[config.mk]
export PLATFORM = sky130hd
export DESIGN_NAME = cmp_timer8
export DESIGN_NICKNAME = d
export VERILOG_FILES = /design/src/rtl/cmp_timer8_pkg.sv /design/src/rtl/cmp_timer8_regs.sv /design/src/rtl/cmp_timer8_counter.sv /design/src/rtl/cmp_timer8_flags.sv /design/src/rtl/cmp_timer8_wave.sv /design/src/rtl/cmp_timer8.sv
export SDC_FILE = /design/constraint.sdc
export NUM_CORES = 1
export LEC_CHECK = 0
export ABC_AREA = 1
export BUFFER_PORTS_ARGS = -buffer_cell sky130_fd_sc_hd__buf_2
export CORE_UTILIZATION = 54
export DETAILED_ROUTE_END_ITERATION = 12
export PLACE_DENSITY = 0.78
export SYNTH_ARGS = -nofsm -noshare
export SYNTH_HDL_FRONTEND = slang
export SYNTH_HIERARCHICAL = 1
export SYNTH_SLANG_ARGS = --single-unit
export TNS_END_PERCENT = 50
[constraint.sdc]
create_clock -name clk_i -period 1.7 [get_ports clk_i]
set_input_delay 0.255 -clock clk_i [delete_from_list [all_inputs] [get_ports clk_i]]
set_output_delay 0.255 -clock clk_i [all_outputs]
set_load 0.01 [all_outputs]
[src/rtl/cmp_timer8_pkg.sv]
package cmp_timer8_pkg;
  typedef enum logic [1:0] {
    ACT_NONE   = 2'd0,
    ACT_TOGGLE = 2'd1,
    ACT_CLEAR  = 2'd2,
    ACT_SET    = 2'd3
  } wave_act_e;

  typedef enum logic [1:0] {
    SEL_COUNT   = 2'd0,
    SEL_COMPARE = 2'd1,
    SEL_CONTROL = 2'd2,
    SEL_NONE    = 2'd3
  } wr_sel_e;

  localparam int unsigned MODE_W   = 3;
  localparam int unsigned MODE_CTC = 2;
  localparam int unsigned ACT_LSB  = 4;
endpackage

[src/rtl/cmp_timer8_regs.sv]
module cmp_timer8_regs
  import cmp_timer8_pkg::*;
#(
  parameter int unsigned WIDTH = 8
) (
  input  logic             clk_i,
  input  logic             rst_ni,
  input  logic             wr_en_i,
  input  logic [1:0]       wr_sel_i,
  input  logic [WIDTH-1:0] wr_data_i,
  output logic [WIDTH-1:0] cmp_val_o,
  output logic             ctc_o,
  output wave_act_e        act_o,
  output logic             wr_cnt_o
);
  logic [WIDTH-1:0]  cmp_q;
  logic [MODE_W-1:0] mode_q;
  wave_act_e         act_q;

  always_ff @(posedge clk_i) begin
    if (!rst_ni) begin
      cmp_q  <= '0;
      mode_q <= '0;
      act_q  <= ACT_NONE;
    end else if (wr_en_i) begin
      case (wr_sel_e'(wr_sel_i))
        SEL_COMPARE: cmp_q <= wr_data_i;
        SEL_CONTROL: begin
          mode_q <= wr_data_i[MODE_W-1:0];
          act_q  <= wave_act_e'(wr_data_i[ACT_LSB +: 2]);
        end
        default: ;
      endcase
    end
  end

  assign cmp_val_o = cmp_q;
  assign ctc_o     = (mode_q == MODE_W'(MODE_CTC));
  assign act_o     = act_q;
  assign wr_cnt_o  = wr_en_i && (wr_sel_e'(wr_sel_i) == SEL_COUNT);

  AST_CMP_STABLE: assert property (@(posedge clk_i) disable iff (!rst_ni)
    !(wr_en_i && wr_sel_i == 2'd1) |=> $stable(cmp_q));
endmodule

[src/rtl/cmp_timer8_counter.sv]
module cmp_timer8_counter #(
  parameter int unsigned WIDTH = 8
) (
  input  logic             clk_i,
  input  logic             rst_ni,
  input  logic             tick_i,
  input  logic             wr_cnt_i,
  input  logic [WIDTH-1:0] wr_data_i,
  input  logic [WIDTH-1:0] cmp_val_i,
  input  logic             ctc_i,
  output logic [WIDTH-1:0] count_o,
  output logic             match_o,
  output logic             wrap_o
);
  localparam logic [WIDTH-1:0] CNT_MAX = {WIDTH{1'b1}};

  logic [WIDTH-1:0] count_q;
  logic             block_q;
  logic             live_tick;

  assign live_tick = tick_i && !wr_cnt_i;
  assign match_o   = live_tick && !block_q && (count_q == cmp_val_i);
  assign wrap_o    = live_tick && (count_q == CNT_MAX);

  always_ff @(posedge clk_i) begin
    if (!rst_ni) begin
      count_q <= '0;
      block_q <= 1'b0;
    end else if (wr_cnt_i) begin
      count_q <= wr_data_i;
      block_q <= 1'b1;
    end else if (tick_i) begin
      block_q <= 1'b0;
      if (ctc_i && match_o) count_q <= '0;
      else                  count_q <= count_q + 1'b1;
    end
  end

  assign count_o = count_q;

  AST_COUNT_UP: assert property (@(posedge clk_i) disable iff (!rst_ni)
    (live_tick && !(ctc_i && match_o)) |=> count_q == WIDTH'($past(count_q) + 1'b1));
  AST_CTC_CLEAR: assert property (@(posedge clk_i) disable iff (!rst_ni)
    (ctc_i && match_o) |=> count_q == '0);
  AST_NO_MATCH_AFTER_WRITE: assert property (@(posedge clk_i) disable iff (!rst_ni)
    wr_cnt_i |=> !match_o);
  AST_HOLD_IDLE: assert property (@(posedge clk_i) disable iff (!rst_ni)
    (!tick_i && !wr_cnt_i) |=> $stable(count_q));
endmodule

[src/rtl/cmp_timer8_flags.sv]
module cmp_timer8_flags (
  input  logic clk_i,
  input  logic rst_ni,
  input  logic match_i,
  input  logic wrap_i,
  input  logic ack_ovf_i,
  input  logic ack_cmp_i,
  output logic ovf_flag_o,
  output logic cmp_flag_o
);
  logic ovf_q, cmp_q;

  always_ff @(posedge clk_i) begin
    if (!rst_ni) begin
      ovf_q <= 1'b0;
      cmp_q <= 1'b0;
    end else begin
      if (wrap_i)         ovf_q <= 1'b1;
      else if (ack_ovf_i) ovf_q <= 1'b0;
      if (match_i)        cmp_q <= 1'b1;
      else if (ack_cmp_i) cmp_q <= 1'b0;
    end
  end

  assign ovf_flag_o = ovf_q;
  assign cmp_flag_o = cmp_q;

  AST_OVF_STICKY: assert property (@(posedge clk_i) disable iff (!rst_ni)
    (ovf_q && !ack_ovf_i) |=> ovf_q);
  AST_OVF_SET: assert property (@(posedge clk_i) disable iff (!rst_ni)
    wrap_i |=> ovf_q);
  AST_CMP_SET: assert property (@(posedge clk_i) disable iff (!rst_ni)
    match_i |=> cmp_q);
endmodule

[src/rtl/cmp_timer8_wave.sv]
module cmp_timer8_wave
  import cmp_timer8_pkg::*;
(
  input  logic      clk_i,
  input  logic      rst_ni,
  input  logic      match_i,
  input  logic      force_i,
  input  wave_act_e act_i,
  output logic      wave_o
);
  logic wave_q, apply;

  assign apply = match_i || force_i;

  always_ff @(posedge clk_i) begin
    if (!rst_ni) begin
      wave_q <= 1'b0;
    end else if (apply) begin
      case (act_i)
        ACT_TOGGLE: wave_q <= ~wave_q;
        ACT_CLEAR:  wave_q <= 1'b0;
        ACT_SET:    wave_q <= 1'b1;
        default:    wave_q <= wave_q;
      endcase
    end
  end

  assign wave_o = wave_q;

  AST_NONE_HOLDS: assert property (@(posedge clk_i) disable iff (!rst_ni)
    (act_i == ACT_NONE) |=> $stable(wave_q));
  AST_FORCE_TOGGLE: assert property (@(posedge clk_i) disable iff (!rst_ni)
    (force_i && act_i == ACT_TOGGLE) |=> wave_q != $past(wave_q));
  AST_SET_HIGH: assert property (@(posedge clk_i) disable iff (!rst_ni)
    (apply && act_i == ACT_SET) |=> wave_q);
endmodule

[src/rtl/cmp_timer8.sv]
module cmp_timer8
  import cmp_timer8_pkg::*;
#(
  parameter int unsigned WIDTH = 8
) (
  input  logic             clk_i,
  input  logic             rst_ni,
  input  logic             tick_i,
  input  logic             wr_en_i,
  input  logic [1:0]       wr_sel_i,
  input  logic [WIDTH-1:0] wr_data_i,
  input  logic             force_i,
  input  logic             ack_ovf_i,
  input  logic             ack_cmp_i,
  output logic [WIDTH-1:0] count_o,
  output logic             ovf_flag_o,
  output logic             cmp_flag_o,
  output logic             wave_o
);
  logic [WIDTH-1:0] cmp_val;
  logic             ctc, wr_cnt, match, wrap;
  wave_act_e        act;

  cmp_timer8_regs #(.WIDTH(WIDTH)) u_regs (
    .clk_i(clk_i), .rst_ni(rst_ni), .wr_en_i(wr_en_i), .wr_sel_i(wr_sel_i),
    .wr_data_i(wr_data_i), .cmp_val_o(cmp_val), .ctc_o(ctc), .act_o(act),
    .wr_cnt_o(wr_cnt)
  );

  cmp_timer8_counter #(.WIDTH(WIDTH)) u_counter (
    .clk_i(clk_i), .rst_ni(rst_ni), .tick_i(tick_i), .wr_cnt_i(wr_cnt),
    .wr_data_i(wr_data_i), .cmp_val_i(cmp_val), .ctc_i(ctc),
    .count_o(count_o), .match_o(match), .wrap_o(wrap)
  );

  cmp_timer8_flags u_flags (
    .clk_i(clk_i), .rst_ni(rst_ni), .match_i(match), .wrap_i(wrap),
    .ack_ovf_i(ack_ovf_i), .ack_cmp_i(ack_cmp_i),
    .ovf_flag_o(ovf_flag_o), .cmp_flag_o(cmp_flag_o)
  );

  cmp_timer8_wave u_wave (
    .clk_i(clk_i), .rst_ni(rst_ni), .match_i(match), .force_i(force_i),
    .act_i(act), .wave_o(wave_o)
  );

  AST_FORCE_NO_FLAG: assert property (@(posedge clk_i) disable iff (!rst_ni)
    (force_i && !tick_i && !cmp_flag_o) |=> !cmp_flag_o);
endmodule

# Word level (Yosys, flattened, before mapping)
# Index checks and enable logic that the tools add are counted.
[op_classes]
n_addsub = 1
n_eq_ne = 8
mux = 10
bitwise_logic = 1
reduce_logical = 17
[op_table]
columns = ["operator", "count"]
rows = [
  ["two-way mux 8 bit", 3],
  ["adder 8 x 1 -> 8 bit (second input constant)", 1],
  ["equality test 8 bit", 1],
  ["equality test 8 bit (second input constant)", 1],
  ["equality test 2 bit (second input constant)", 3],
  ["logical AND 1 bit", 6],
  ["two-way mux 1 bit", 6],
  ["AND reduction 2 bit", 3],
  ["nonzero test 2 bit", 3],
  ["equality test 2 x 1 -> 1 bit (second input constant)", 2],
  ["equality test 3 x 2 -> 1 bit (second input constant)", 1],
  ["case mux 1 bit (3 select lines)", 1],
  ["nonzero test 3 bit", 1],
  ["logical NOT 1 bit", 2],
  ["logical NOT 2 bit", 1],
  ["logical OR 1 bit", 1],
  ["NOT 1 bit", 1],
]
[word_totals]
reg_bits = 25
output_inout_bits = 11
wordCells = 45

# Longest topological paths before layout
# Gate-level depths: netlist of the first run.
[logic_depth]
word_depth = 10
depth_mapped = 13

# Cells and area by module
# Netlist of the first run, hierarchy kept.
[modules_own_cells]
columns = ["module", "n_inst", "cells_per_inst", "area_per_inst_um2", "seq_area_each_um2"]
rows = [
  ["cmp_timer8_counter", 1, 113, 737.0, 180.2],
  ["cmp_timer8_regs", 1, 87, 575.6, 260.2],
  ["cmp_timer8_flags", 1, 11, 76.3, 40.0],
  ["cmp_timer8_wave", 1, 13, 73.8, 20.0],
]

# Least setup slack after synthesis of the first run
# OpenSTA, ideal clock, no wires.
[synth_path]
kind = "input to register"
from = "input port wr_sel_i[1]"
to = "register u_wave.wave_q, in the netlist u_wave/wave_o"
setup_ps = 66
t_arrival_ps = 1424
t_required_ps = 1634
slack_ps = 210
cell_stages = 12
n_path_buf = 0
path_cell_list = "inv_1 -> nand2_1 -> nor2_1 -> inv_1 -> nand2_1 -> clkinv_1 -> o2111ai_1 -> nor4_1 -> inv_1 -> nand2_2 -> nand3_1 -> a21oi_2"
[synth_via]
elab_chain_len = 8
[synth_rtl]
columns = ["item", "line", "text"]
rows = [
  ["start: declaration", "cmp_timer8.sv:10", "input logic [1:0] wr_sel_i,"],
  ["logical NOT 2 bit", "cmp_timer8_regs.sv:40", "assign wr_cnt_o = wr_en_i && (wr_sel_e'(wr_sel_i) == SEL_COUNT);"],
  ["logical AND 1 bit", "cmp_timer8_regs.sv:40", ""],
  ["net wr_cnt", "cmp_timer8.sv:21", "logic ctc, wr_cnt, match, wrap;"],
  ["logical NOT 1 bit", "cmp_timer8_counter.sv:21", "assign live_tick = tick_i && !wr_cnt_i;"],
  ["logical AND 1 bit", "cmp_timer8_counter.sv:21", ""],
  ["logical AND 1 bit (2 in a row)", "cmp_timer8_counter.sv:22", "assign match_o = live_tick && !block_q && (count_q == cmp_val_i);"],
  ["net match", "cmp_timer8.sv:21", ""],
  ["logical OR 1 bit", "cmp_timer8_wave.sv:13", "assign apply = match_i || force_i;"],
  ["AND reduction 2 bit (no source line)", "-", ""],
  ["end signal: assignment", "cmp_timer8_wave.sv:20", "ACT_TOGGLE: wave_q <= ~wave_q;"],
  ["end signal: assignment", "cmp_timer8_wave.sv:23", "default: wave_q <= wave_q;"],
  ["end: declaration", "cmp_timer8_wave.sv:11", "logic wave_q, apply;"],
]
# The timed path passes the listed nets, and every way through them passes these cells.
# A chain may end at the register's enable or synchronous reset.

# Worst setup path in the final report of the first run
[layout_path]
from = "register u_counter.count_q[0], in the netlist u_counter/count_o[0]"
to = "register u_flags.ovf_q, in the netlist u_flags/ovf_flag_o"
[layout_via]
elab_chain_len = 3
[layout_rtl]
columns = ["item", "line", "text"]
rows = [
  ["start: declaration", "cmp_timer8_counter.sv:17", "logic [WIDTH-1:0] count_q;"],
  ["start signal: assignment", "cmp_timer8_counter.sv:30", "count_q <= wr_data_i;"],
  ["start signal: assignment", "cmp_timer8_counter.sv:35", "else count_q <= count_q + 1'b1;"],
  ["equality test 8 bit *", "cmp_timer8_counter.sv:23", "assign wrap_o = live_tick && (count_q == CNT_MAX);"],
  ["logical AND 1 bit *", "cmp_timer8_counter.sv:23", ""],
  ["net wrap", "cmp_timer8.sv:21", ""],
  ["two-way mux 1 bit or nonzero test 2 bit (tied branches)", "-", ""],
  ["end signal: assignment", "cmp_timer8_flags.sv:15", "ovf_q <= 1'b0;"],
  ["end signal: assignment", "cmp_timer8_flags.sv:18", "if (wrap_i) ovf_q <= 1'b1;"],
  ["end signal: assignment", "cmp_timer8_flags.sv:19", "else if (ack_ovf_i) ovf_q <= 1'b0;"],
  ["end: declaration", "cmp_timer8_flags.sv:11", "logic ovf_q, cmp_q;"],
]
# The timed path passes the listed nets; every way through them passes the cells marked *.

==> impl_results.md, run 1 <==
* Clk root buf: clkbuf_4
* First-pass GRT wire length at 5210 um
* Crit-path cells: ha_1 -> nand3_1 -> inv_1 -> nand3_1 -> nor4_1 -> inv_1 -> a21oi_1
* Setup crit start: u_counter/count_o[0]
* Antenna Cells at 0
* Largest area contributor in the netlist: dfxtp_1
* Latest clock arrival within the worst-skew pair at 0.33 ns
* Worst path slowest cell: dfxtp_1
* Share of layout cells above drive strength 1 at 22.2%
* Switch Pwr at 0.000357 W
* Critical Path AT at 1.80 ns
* HPWL after DPL at 2470 um
* I/O pins at 28
* PortBufs at 27
* FF-to-FF Start: u_counter/count_o[0]
* Core area at 2520 um^2
* Final net count at 280
* Cell internal pwr at 0.000808 W
* Clock Sinks at 25
* Hold path start: ack_cmp_i
* Setup Skew at between 0.004 and 0.005 ns
* Yosys warns at 6
* Starting Density at 58.0%
* Hold_ws at 0.148 ns
* Register area share after synthesis at ~34%
* Detailed-router iteration count before antenna repair at 4
* Area grow syn2layout at 17.4%
* Hold Crit Class: input pin to register
* Routed Antenna Nets at 0
* Vias in the first global route at about 1300
* Post-Syn Area at 1460 um^2
* Max-Cap Viols at 0
* Peak supply drop at 588 uV
* Fmax at 656 MHz
* Critical path's top delay family: flip-flops
* Outcome: finished, final reports clean
* Top cell type's share of synthesized area at 34.2%
* Via count at about 1400
* Least-Margin Pin Slew at 0.414 ns
* Top post-synthesis cells by area: dfxtp_1 34%, nand2_1 14%, inv_1 10%
* Initial antenna violation count at 0
* Sw Share at around 31%
* Max Buffers Root-to-Sink at 2
* Num CTS Buffers at 3
* Sequential power share at 55.1%
* Synth cell types at 26
* Average size of a mapped cell at 6.53 um^2
* Synth Net Count at around 240
* Critical path class: register to register
* Setup_tns at 0 ns
* Via density per instance at ~5.0
* DR iter-0 viols at 27
* Total grt overflow at 0
* Die Area at just under 3000 um^2
* Clock share of power at 23.6%
* Std-Cell Rows at 18
* Final worst-path cycle share at 89.6%
* Largest net degree at the start of global routing at 17
* Final Hold Viols at 0
* RSZ-0062 raised after global routing: no
* TritonCTS clock tree: yes
* Final WL at 3200 um
* Pwr/cell area at between 600 and 700 nW/um^2
* Element type at the critical path start: register
* DR WL/cell at 11.0 um
* Crit path largest cell delay at about 0.48 ns
* Worst path bufs/invs at 2
* Slew headroom at 72.2%
* Max FO, Critical Path at 7
* Synth Register Bits at 25
* Reg clk slew, reported paths at between 0.1 and 0.15 ns
* Worst EP required at 1.97 ns
* DRC at 0
* Mapped Cells at 224
* H-tree lvl count at 1
* Count of pins over their slew limit at 0
* Final period demand of the worst path at 1.52 ns
* CP Capture Type: register
* Combinational share of power at 21.2%
* Die Y at 54.0 um
* Final setup violation count at 0
* GPL Wtd Cong at 0.881
* Leak Pwr at 0.875 nW
* GRT Util Overall at 24.9%
* Die width at 54.0 um
## sequential cells by signal, indices dropped and copies added (netlist names)
| register | flops |
|---|---|
| u_counter/count_o | 8 |
| u_regs/cmp_val_o | 8 |
| u_regs/mode_q | 3 |
| u_regs/act_o | 2 |
| u_counter/block_q | 1 |
| u_flags/cmp_flag_o | 1 |
| u_flags/ovf_flag_o | 1 |
| u_wave/wave_o | 1 |
## synth_stat cells
| master | count |
|---|---|
| nor3_1 | 1 |
| nor2_2 | 3 |
| nand3_2 | 2 |
| a21oi_2 | 1 |
| buf_2 | 2 |
| o2111ai_1 | 3 |
| inv_2 | 2 |
| buf_6 | 1 |
| o211ai_1 | 1 |
| a21oi_1 | 12 |
| ha_1 | 1 |
| nor2_1 | 31 |
| nor4_1 | 2 |
| nor3_2 | 1 |
| nand3_1 | 14 |
| nand2_2 | 4 |
| a22oi_1 | 8 |
| o21ai_0 | 1 |
| nand2_1 | 54 |
| xor2_1 | 4 |
| xnor2_1 | 3 |
| clkinv_1 | 5 |
| inv_1 | 40 |
| dfxtp_1 | 25 |
| clkbuf_4 | 1 |
| nand3_4 | 2 |
## cell families (layout without fill, tap and decap cells)
logic type / count (synthesis) / in the layout / synth area share (%)
flip-flops: 25 / 25 / 34.2
buffers and inverters: 51 / 88 / 14.0
adder cells (fa/ha/maj): 1 / 1 / 0.855
XOR/XNOR: 7 / 7 / 4.19
AO/OA/AOI/OAI: 26 / 26 / 11.5
AND/OR/NAND/NOR: 114 / 114 / 35.2
## final cells by class
| class | instances | area [um^2] |
|---|---|---|
| Timing Repair Buffer | 37 | 210 |
| Sequential cell | 25 | 502 |
| Tap cell | 30 | 37.5 |
| Clock inverter | 1 | 5.00 |
| Multi-Input combinational cell | 148 | 763 |
| Inverter | 47 | 176 |
| Fill cell | 249 | 806 |
| Clock buffer | 3 | 22.5 |
## cells in the final DEF, fill, tap and decap left out, drive strengths merged
cell type,count
nand2,58
dfxtp,25
a21oi,13
o21ai,1
nor2,34
buf,37
xnor2,3
ha,1
clkinv,6
nor4,2
o2111ai,3
a22oi,8
inv,42
xor2,4
nand3,18
nor3,2
o211ai,1
clkbuf,3
## power by group through the flow
stage | combinational [W] | sequential (W) | clock, W
after floorplan | 0.000152 | 0.000658 | 0
after global placement | 0.000240 | 0.000655 | 0
after detailed placement | 0.000243 | 0.000655 | 0
after CTS | 0.000244 | 0.000642 | 0.000289
after global routing | 0.000282 | 0.000647 | 0.000304
final | 0.000247 | 0.000642 | 0.000275
## final timing paths
check	endpoint	slack, ns	depth (start not counted)
setup reg to reg	u_flags/ovf_flag_o	0.18	7
hold reg to reg	u_flags/cmp_flag_o	0.47	2
hold / removal	u_flags/cmp_flag_o	0.15	4
setup / recovery	u_flags/ovf_flag_o	0.18	7
## worst min-delay path: cells and delay by family
kind,cells,cell delay [ns]
simple gates,1,0.04
compound gates,1,0.05
buf+inv,2,0.10
## stage by stage
| stage | utilization, % | total power, W | setup WS (ns) | std cells | area, um^2 |
|---|---|---|---|---|---|
| finish | 68.1 | 0.00117 | 0.176 | 291 | 1720 |
| global route | 68.1 | 0.00123 | 0.0229 | 291 | 1720 |
| CTS | 67.8 | 0.00118 | 0.127 | 291 | 1710 |
| detailed placement | 66.7 | 0.000898 | 0.0530 | 287 | 1680 |
| global placement | 66.7 | 0.000894 | 0.140 | 287 | 1680 |
| floorplan | - | 0.000810 | 0.210 | 224 | 1460 |
## metal layers
| layer | GRT usage (%) | wire length (um) | up-vias |
|---|---|---|---|
| li1 | - | - | 766 |
| met5 | 0 | 0 | - |
| met1 | 30.6 | 1460 | 636 |
| met4 | 9.40 | 34 | 0 |
| met2 | 44.2 | 1570 | 41 |
| met3 | 2.54 | 135 | 4 |
## what timing repair did
action | in CTS | in global routing
buffers inserted | 0 | 0
gates resized for setup | 0 | 2
hold buffers | 0 | 0
endpoints found under the setup margin | 0 | 1
Power figures use the tool's default switching activity.
==> inputs of run 2 (changes only) <==
Settings changed: RECOVER_POWER set to 50.
==> run 2 against run 1 <==
Non-clock buffer count unchanged. Global-route usage unchanged. Clock skew up 0.0011 ns.
==> impl_results.md, run 2 (synthesis gave the netlist of run 1 again) <==
* Outcome: finished, final reports clean
* Final Hold Viols at 0
* Final worst-path cycle share at 88.7%
* Pwr/cell area at 685 nW/um^2
* Num CTS Buffers at 3
* Max Buffers Root-to-Sink at 2
* Commonest non-fill, non-tap cell in the layout: nand2_1
* First-pass GRT wire length at 5210 um
* Clk root buf: clkbuf_4
* Count of pins over their slew limit at 0
* Final period demand of the worst path at 1.51 ns
* Area grow syn2layout at 15.8%
* R2R depth at 7
* I/O pins at 28
* Clock share of power at a little under a quarter
* Detailed-router iteration count before antenna repair at 4
* Std-Cell Rows at 18
* Largest net degree at the start of global routing at 17
* Max-Cap Viols at 0
* Slew headroom at 57.4%
* Hold depth at 4
* Die Area at 2920 um^2
* Switch Pwr at around 0.00036 W
* Reg clk slew, reported paths at 0.14 ns
* Final setup violation count at 0
* Fmax at between 600 and 700 MHz
* TritonCTS clock tree: yes
* Worst EP required at 1.97 ns
* Share of layout cells above drive strength 1 at between 10% and 20%
* Setup_tns at 0 ns
* GPL Wtd Cong at 0.881
* PortBufs at 27
* Crit path largest cell delay at 0.48 ns
* Least-Margin Pin Slew at approximately 0.64 ns
* Final WL at 3240 um
* Antenna Cells at 0
* Setup Skew at between 0.005 and 0.006 ns
* Crit-path cells: ha_1 -> nand3_1 -> inv_1 -> nand3_1 -> nor4_1 -> inv_1 -> a21oi_1
* Vias in the first global route at 1280
* Hold Crit Class: input pin to register
* RSZ-0062 raised after global routing: no
* Starting Density at 58.0%
* Stages on worst setup path at 7
* Combinational share of power at 20.9%
* Latest clock arrival within the worst-skew pair at 0.33 ns
* Critical path's top delay family: flip-flops
* Max FO, Critical Path at 7
* Final net count at 280
* Routed Antenna Nets at 0
* H-tree lvl count at 1
* Total grt overflow at 0
* Die Y at 54.0 um
* CP Capture Type: register
* Initial antenna violation count at 0
* GRT Util Overall at approximately a quarter
* Sequential power share at between 50% and 60%
* DR iter-0 viols at 34
* Peak supply drop at 587 uV
* Worst path bufs/invs at 2
* Total Power at 0.00116 W
* Cell internal pwr at a little over 0.0008 W
* Element type at the critical path start: register
* Die width at between 50 and 60 um
* Via count at between 1000 and 1500
* Worst path slowest cell: dfxtp_1
* Leak Pwr at 0.850 nW
* Critical path class: register to register
* Sw Share at 30.7%
* DRC at 0
* Most frequent cells in the layout: 54 x nand2_1, 40 x inv_1, 31 x nor2_1
* DR WL/cell at 11.1 um
* Via density per instance at 4.99
* Critical Path AT at between 1.5 and 2 ns
* HPWL after DPL at 2470 um
* Clock Sinks at 25
* Core area at around 2500 um^2
-- run 2: path summary, 6_finish.rpt --
check / from / to / slack [ns]
min: ack_cmp_i / u_flags/cmp_flag_o / 0.15
max: u_counter/count_o[0] / u_flags/ovf_flag_o / 0.19
max reg2reg: u_counter/count_o[0] / u_flags/ovf_flag_o / 0.19
min reg2reg: u_flags/cmp_flag_o / u_flags/cmp_flag_o / 0.47
-- run 2: worst min-delay path: cells and delay by family --
kind                   cells  cell delay, ns
buffers and inverters      2            0.10
AOI/OAI and AO/OA          1            0.05
and+or+nand+nor            1            0.04
-- run 2: what timing repair did --
action	4_1_cts	5_1_grt
setup buffers	0	0
setup endpoints to repair	0	1
hold buffers	0	0
resized for setup	0	2
-- run 2: cell type report --
type                       instances  area, um^2
tap                               30        37.5
inverter                          47         176
timing repair buffer              37         200
sequential                        25         502
fill                             252         828
clock inverter                     1        5.00
clock buffer                       3        22.5
multi-input combinational        148         751
-- run 2: per-stage QoR --
stage / hold WS (ns) / utilization [%] / worst slack (ns) / cell area (um^2) / cells
after floorplan: 0.375 / - / 0.210 / 1460 / 224
after global placement: 0.443 / 66.7 / 0.140 / 1680 / 287
after detailed placement: 0.451 / 66.7 / 0.0530 / 1680 / 287
after CTS: 0.132 / 67.8 / 0.127 / 1710 / 291
after global routing: 0.173 / 67.2 / 0.0229 / 1690 / 291
final: 0.147 / 67.2 / 0.193 / 1690 / 291
-- run 2: power by group through the flow --
stage | Clock (W) | Combinational, W | Sequential, W
after global placement | 0 | 0.000240 | 0.000655
after floorplan | 0 | 0.000152 | 0.000658
final | 0.000275 | 0.000243 | 0.000642
after detailed placement | 0 | 0.000243 | 0.000655
after CTS | 0.000289 | 0.000244 | 0.000642
after global routing | 0.000304 | 0.000276 | 0.000647
-- run 2: routing by layer --
metal / track usage [%] / up-vias / part of all wire [%]
met1: 30.6 / 639 / 46
met4: 9.40 / 0 / 1.1
met5: 0 / - / 0
met3: 2.54 / 4 / 4.5
li1: - / 764 / -
met2: 44.2 / 46 / 48
==> inputs of run 3 (changes only) <==
Settings changed: SETUP_SLACK_MARGIN set to 0.2.
==> run 3 against run 2 <==
Sequential share of layout area decreased by 0.57 points. Non-clock buffer count increased by 2. Combinational power increased by 8%. Count of clock-buffer cells in the layout unchanged. Power increased by 1.8%. Critical path depth increased by 2. First-iteration DRC count decreased by 18%. Clock skew about the same. Die area unchanged. Global-route usage increased by 0.058 points.
==> impl_results.md, run 3 (synthesis gave the netlist of run 1 again) <==
* Count of pins over their slew limit at 0
* Most frequent cells in the layout: 52 x nand2_1, 38 x inv_1, 31 x nor2_1
* Hold Path Sink: u_flags/cmp_flag_o
* CP dominant cell by count: nand2_2
* Antenna Cells at 0
* Starting Density at 58.0%
* Die Y at 54.0 um
* Share of layout cells above drive strength 1 at between 20 and 30%
* Total grt overflow at 0
* Largest net degree at the start of global routing at 17
* Met1 Routed Length at 1520 um
* Reg clk slew, reported paths at ~0.14 ns
* Clock Sinks at 25
* Final period demand of the worst path at 1.55 ns
* Hold depth at 4
* Routed Antenna Nets at 0
* DRC at 0
* Fmax at 645 MHz
* Commonest non-fill, non-tap cell in the layout: nand2_1
* Final net count at approximately 280
* Core area at 2520 um^2
* R2r setup slk at 0.15 ns
* Initial antenna violation count at 0
* HPWL after DPL at 2470 um
* DR top layer: met4
* Worst path slowest cell: dfxtp_1
* Max Buffers Root-to-Sink at 2
* GPL Wtd Cong at between 0.8 and 0.9
* DR WL/cell at 11.8 um
* Num CTS Buffers at 3
* Slew headroom at 56.9%
* Max FO, Critical Path at 5
* I/O pins at 28
* Setup Skew at 0.00600 ns
* Peak supply drop at around 590 uV
* Worst r2r dst: u_wave/wave_o
* RSZ-0062 raised after global routing: yes
* Std-Cell Rows at 18
* R2R depth at 9
* Critical path class: register to register
* GRT Util Overall at 25.0%
* Clk root buf: clkbuf_4
* Final setup violation count at 0
* Met2 WL at roughly 1700 um
* DR iter-0 viols at 28
* Final instance area at 1750 um^2
* FF-to-FF Start: u_counter/count_o[1]
* Max-Cap Viols at 0
* Hold Crit Class: input pin to register
* Latest clock arrival within the worst-skew pair at 0.33 ns
* Routed length on met3 at 195 um
* H-tree lvl count at 1
* Pwr/cell area at 674 nW/um^2
* Via count at 1498
* Final worst-path cycle share at 91.2%
* Leak Pwr at 0.878 nW
* Placed cell areas at 1680 um^2
* Least-Margin Pin Slew at between 0.6 and 0.7 ns
* Post-CTS Hold Buffers at 0
* Worst EP required at 1.95 ns
* Setup_tns at 0 ns
* Vias in the first global route at between 1000 and 1500
* Crit path largest cell delay at 0.44 ns
* Via density per instance at 5.11
* CP Capture Type: register
* TritonCTS clock tree: yes
* Hold path start: ack_cmp_i
* First-pass GRT wire length at roughly 5200 um
* Critical Path AT at 1.80 ns
* PortBufs at 27
* Die Area at 2920 um^2
* Die width at 54.0 um
* Crit-path cells: inv_1 -> nand2_1 -> o2111ai_2 -> nor4_2 -> inv_1 -> nand2_2 -> nand2_2 -> nand2_2 -> a21oi_2
* Outcome: finished, final reports clean
* Detailed-router iteration count before antenna repair at 4
* Fill cell count at about 240
* Final Hold Viols at 0
* Element type at the critical path start: register
* Final WL at 3450 um
* Area grow syn2layout at 19.8%
run 3: cell count changes in the layout (fill, tap and decap cells not counted), moves of 2 or more:
cell | before | now
inv_1 | 40 | 38
dfxtp_2 | 1 | 4
buf_4 | 8 | 10
nand2_2 | 4 | 6
buf_2 | 22 | 24
nand2_1 | 54 | 52
dfxtp_1 | 24 | 20
inv_2 | 2 | 4
clkbuf_1 | 6 | 4
run 3: how the worst max path moves through the flow:
stage	startpoint	end	cells past startpoint
floorplan	wr_sel_i[1]	u_wave/wave_o	12
global placement	wr_sel_i[1]	u_wave/wave_o	13
detailed placement	wr_sel_i[1]	u_wave/wave_o	14
CTS	u_counter/count_o[0]	u_flags/ovf_flag_o	7
global route	u_counter/count_o[1]	u_wave/wave_o	9
finish	u_counter/count_o[1]	u_wave/wave_o	9
run 3: report_power, final:
| part | internal (W) | total, W | leakage [nW] | switching [W] |
|---|---|---|---|---|
| Clock | 0.0000883 | 0.000274 | 0.0177 | 0.000186 |
| Combinational | 0.000111 | 0.000262 | 0.654 | 0.000151 |
| Sequential | 0.000616 | 0.000645 | 0.207 | 0.0000289 |
| Total | 0.000815 | 0.00118 | 0.878 | 0.000366 |
run 3: repair_timing:
action                                  in CTS  in global routing
resized for setup                            1                 17
pin swaps                                    0                  6
buffers inserted                             0                  2
endpoints found under the setup margin       2                  6
run 3: routing by layer:
| metal | track usage (%) | vias to the layer above |
|---|---|---|
| li1 | - | 769 |
| met1 | 30.6 | 661 |
| met2 | 44.4 | 58 |
| met3 | 2.54 | 10 |
| met4 | 9.40 | 0 |
| met5 | 0 | - |
run 3: cell type report:
cell class | instances | area [um^2] | share of cell area [%]
repair buffers | 39 | 218 | 12.4
multi-input cells | 148 | 785 | 44.8
clock buffers | 3 | 22.5 | 1.28
inverters | 47 | 176 | 10.1
clock inverters | 1 | 5.00 | 0.286
well taps | 30 | 37.5 | 2.14
flip-flops and latches | 25 | 509 | 29.1
run 3: metrics by stage:
stage | hold slack [ns] | setup WS, ns | cells | total power (W) | utilization [%]
final | 0.148 | 0.150 | 293 | 0.00118 | 69.5
after global routing | 0.167 | 0.0755 | 293 | 0.00125 | 69.5
after CTS | 0.132 | 0.158 | 291 | 0.00118 | 68.0
after detailed placement | 0.451 | 0.0530 | 287 | 0.000898 | 66.7
after global placement | 0.443 | 0.140 | 287 | 0.000894 | 66.7
after floorplan | 0.375 | 0.210 | 224 | 0.000810 | -
run 3: worst max-delay path, delay by kind of cell (launching register included):
| family | cells | cell delay (ns) |
|---|---|---|
| simple gates | 5 | 0.66 |
| flops | 1 | 0.44 |
| buf+inv | 2 | 0.19 |
| compound gates | 2 | 0.18 |
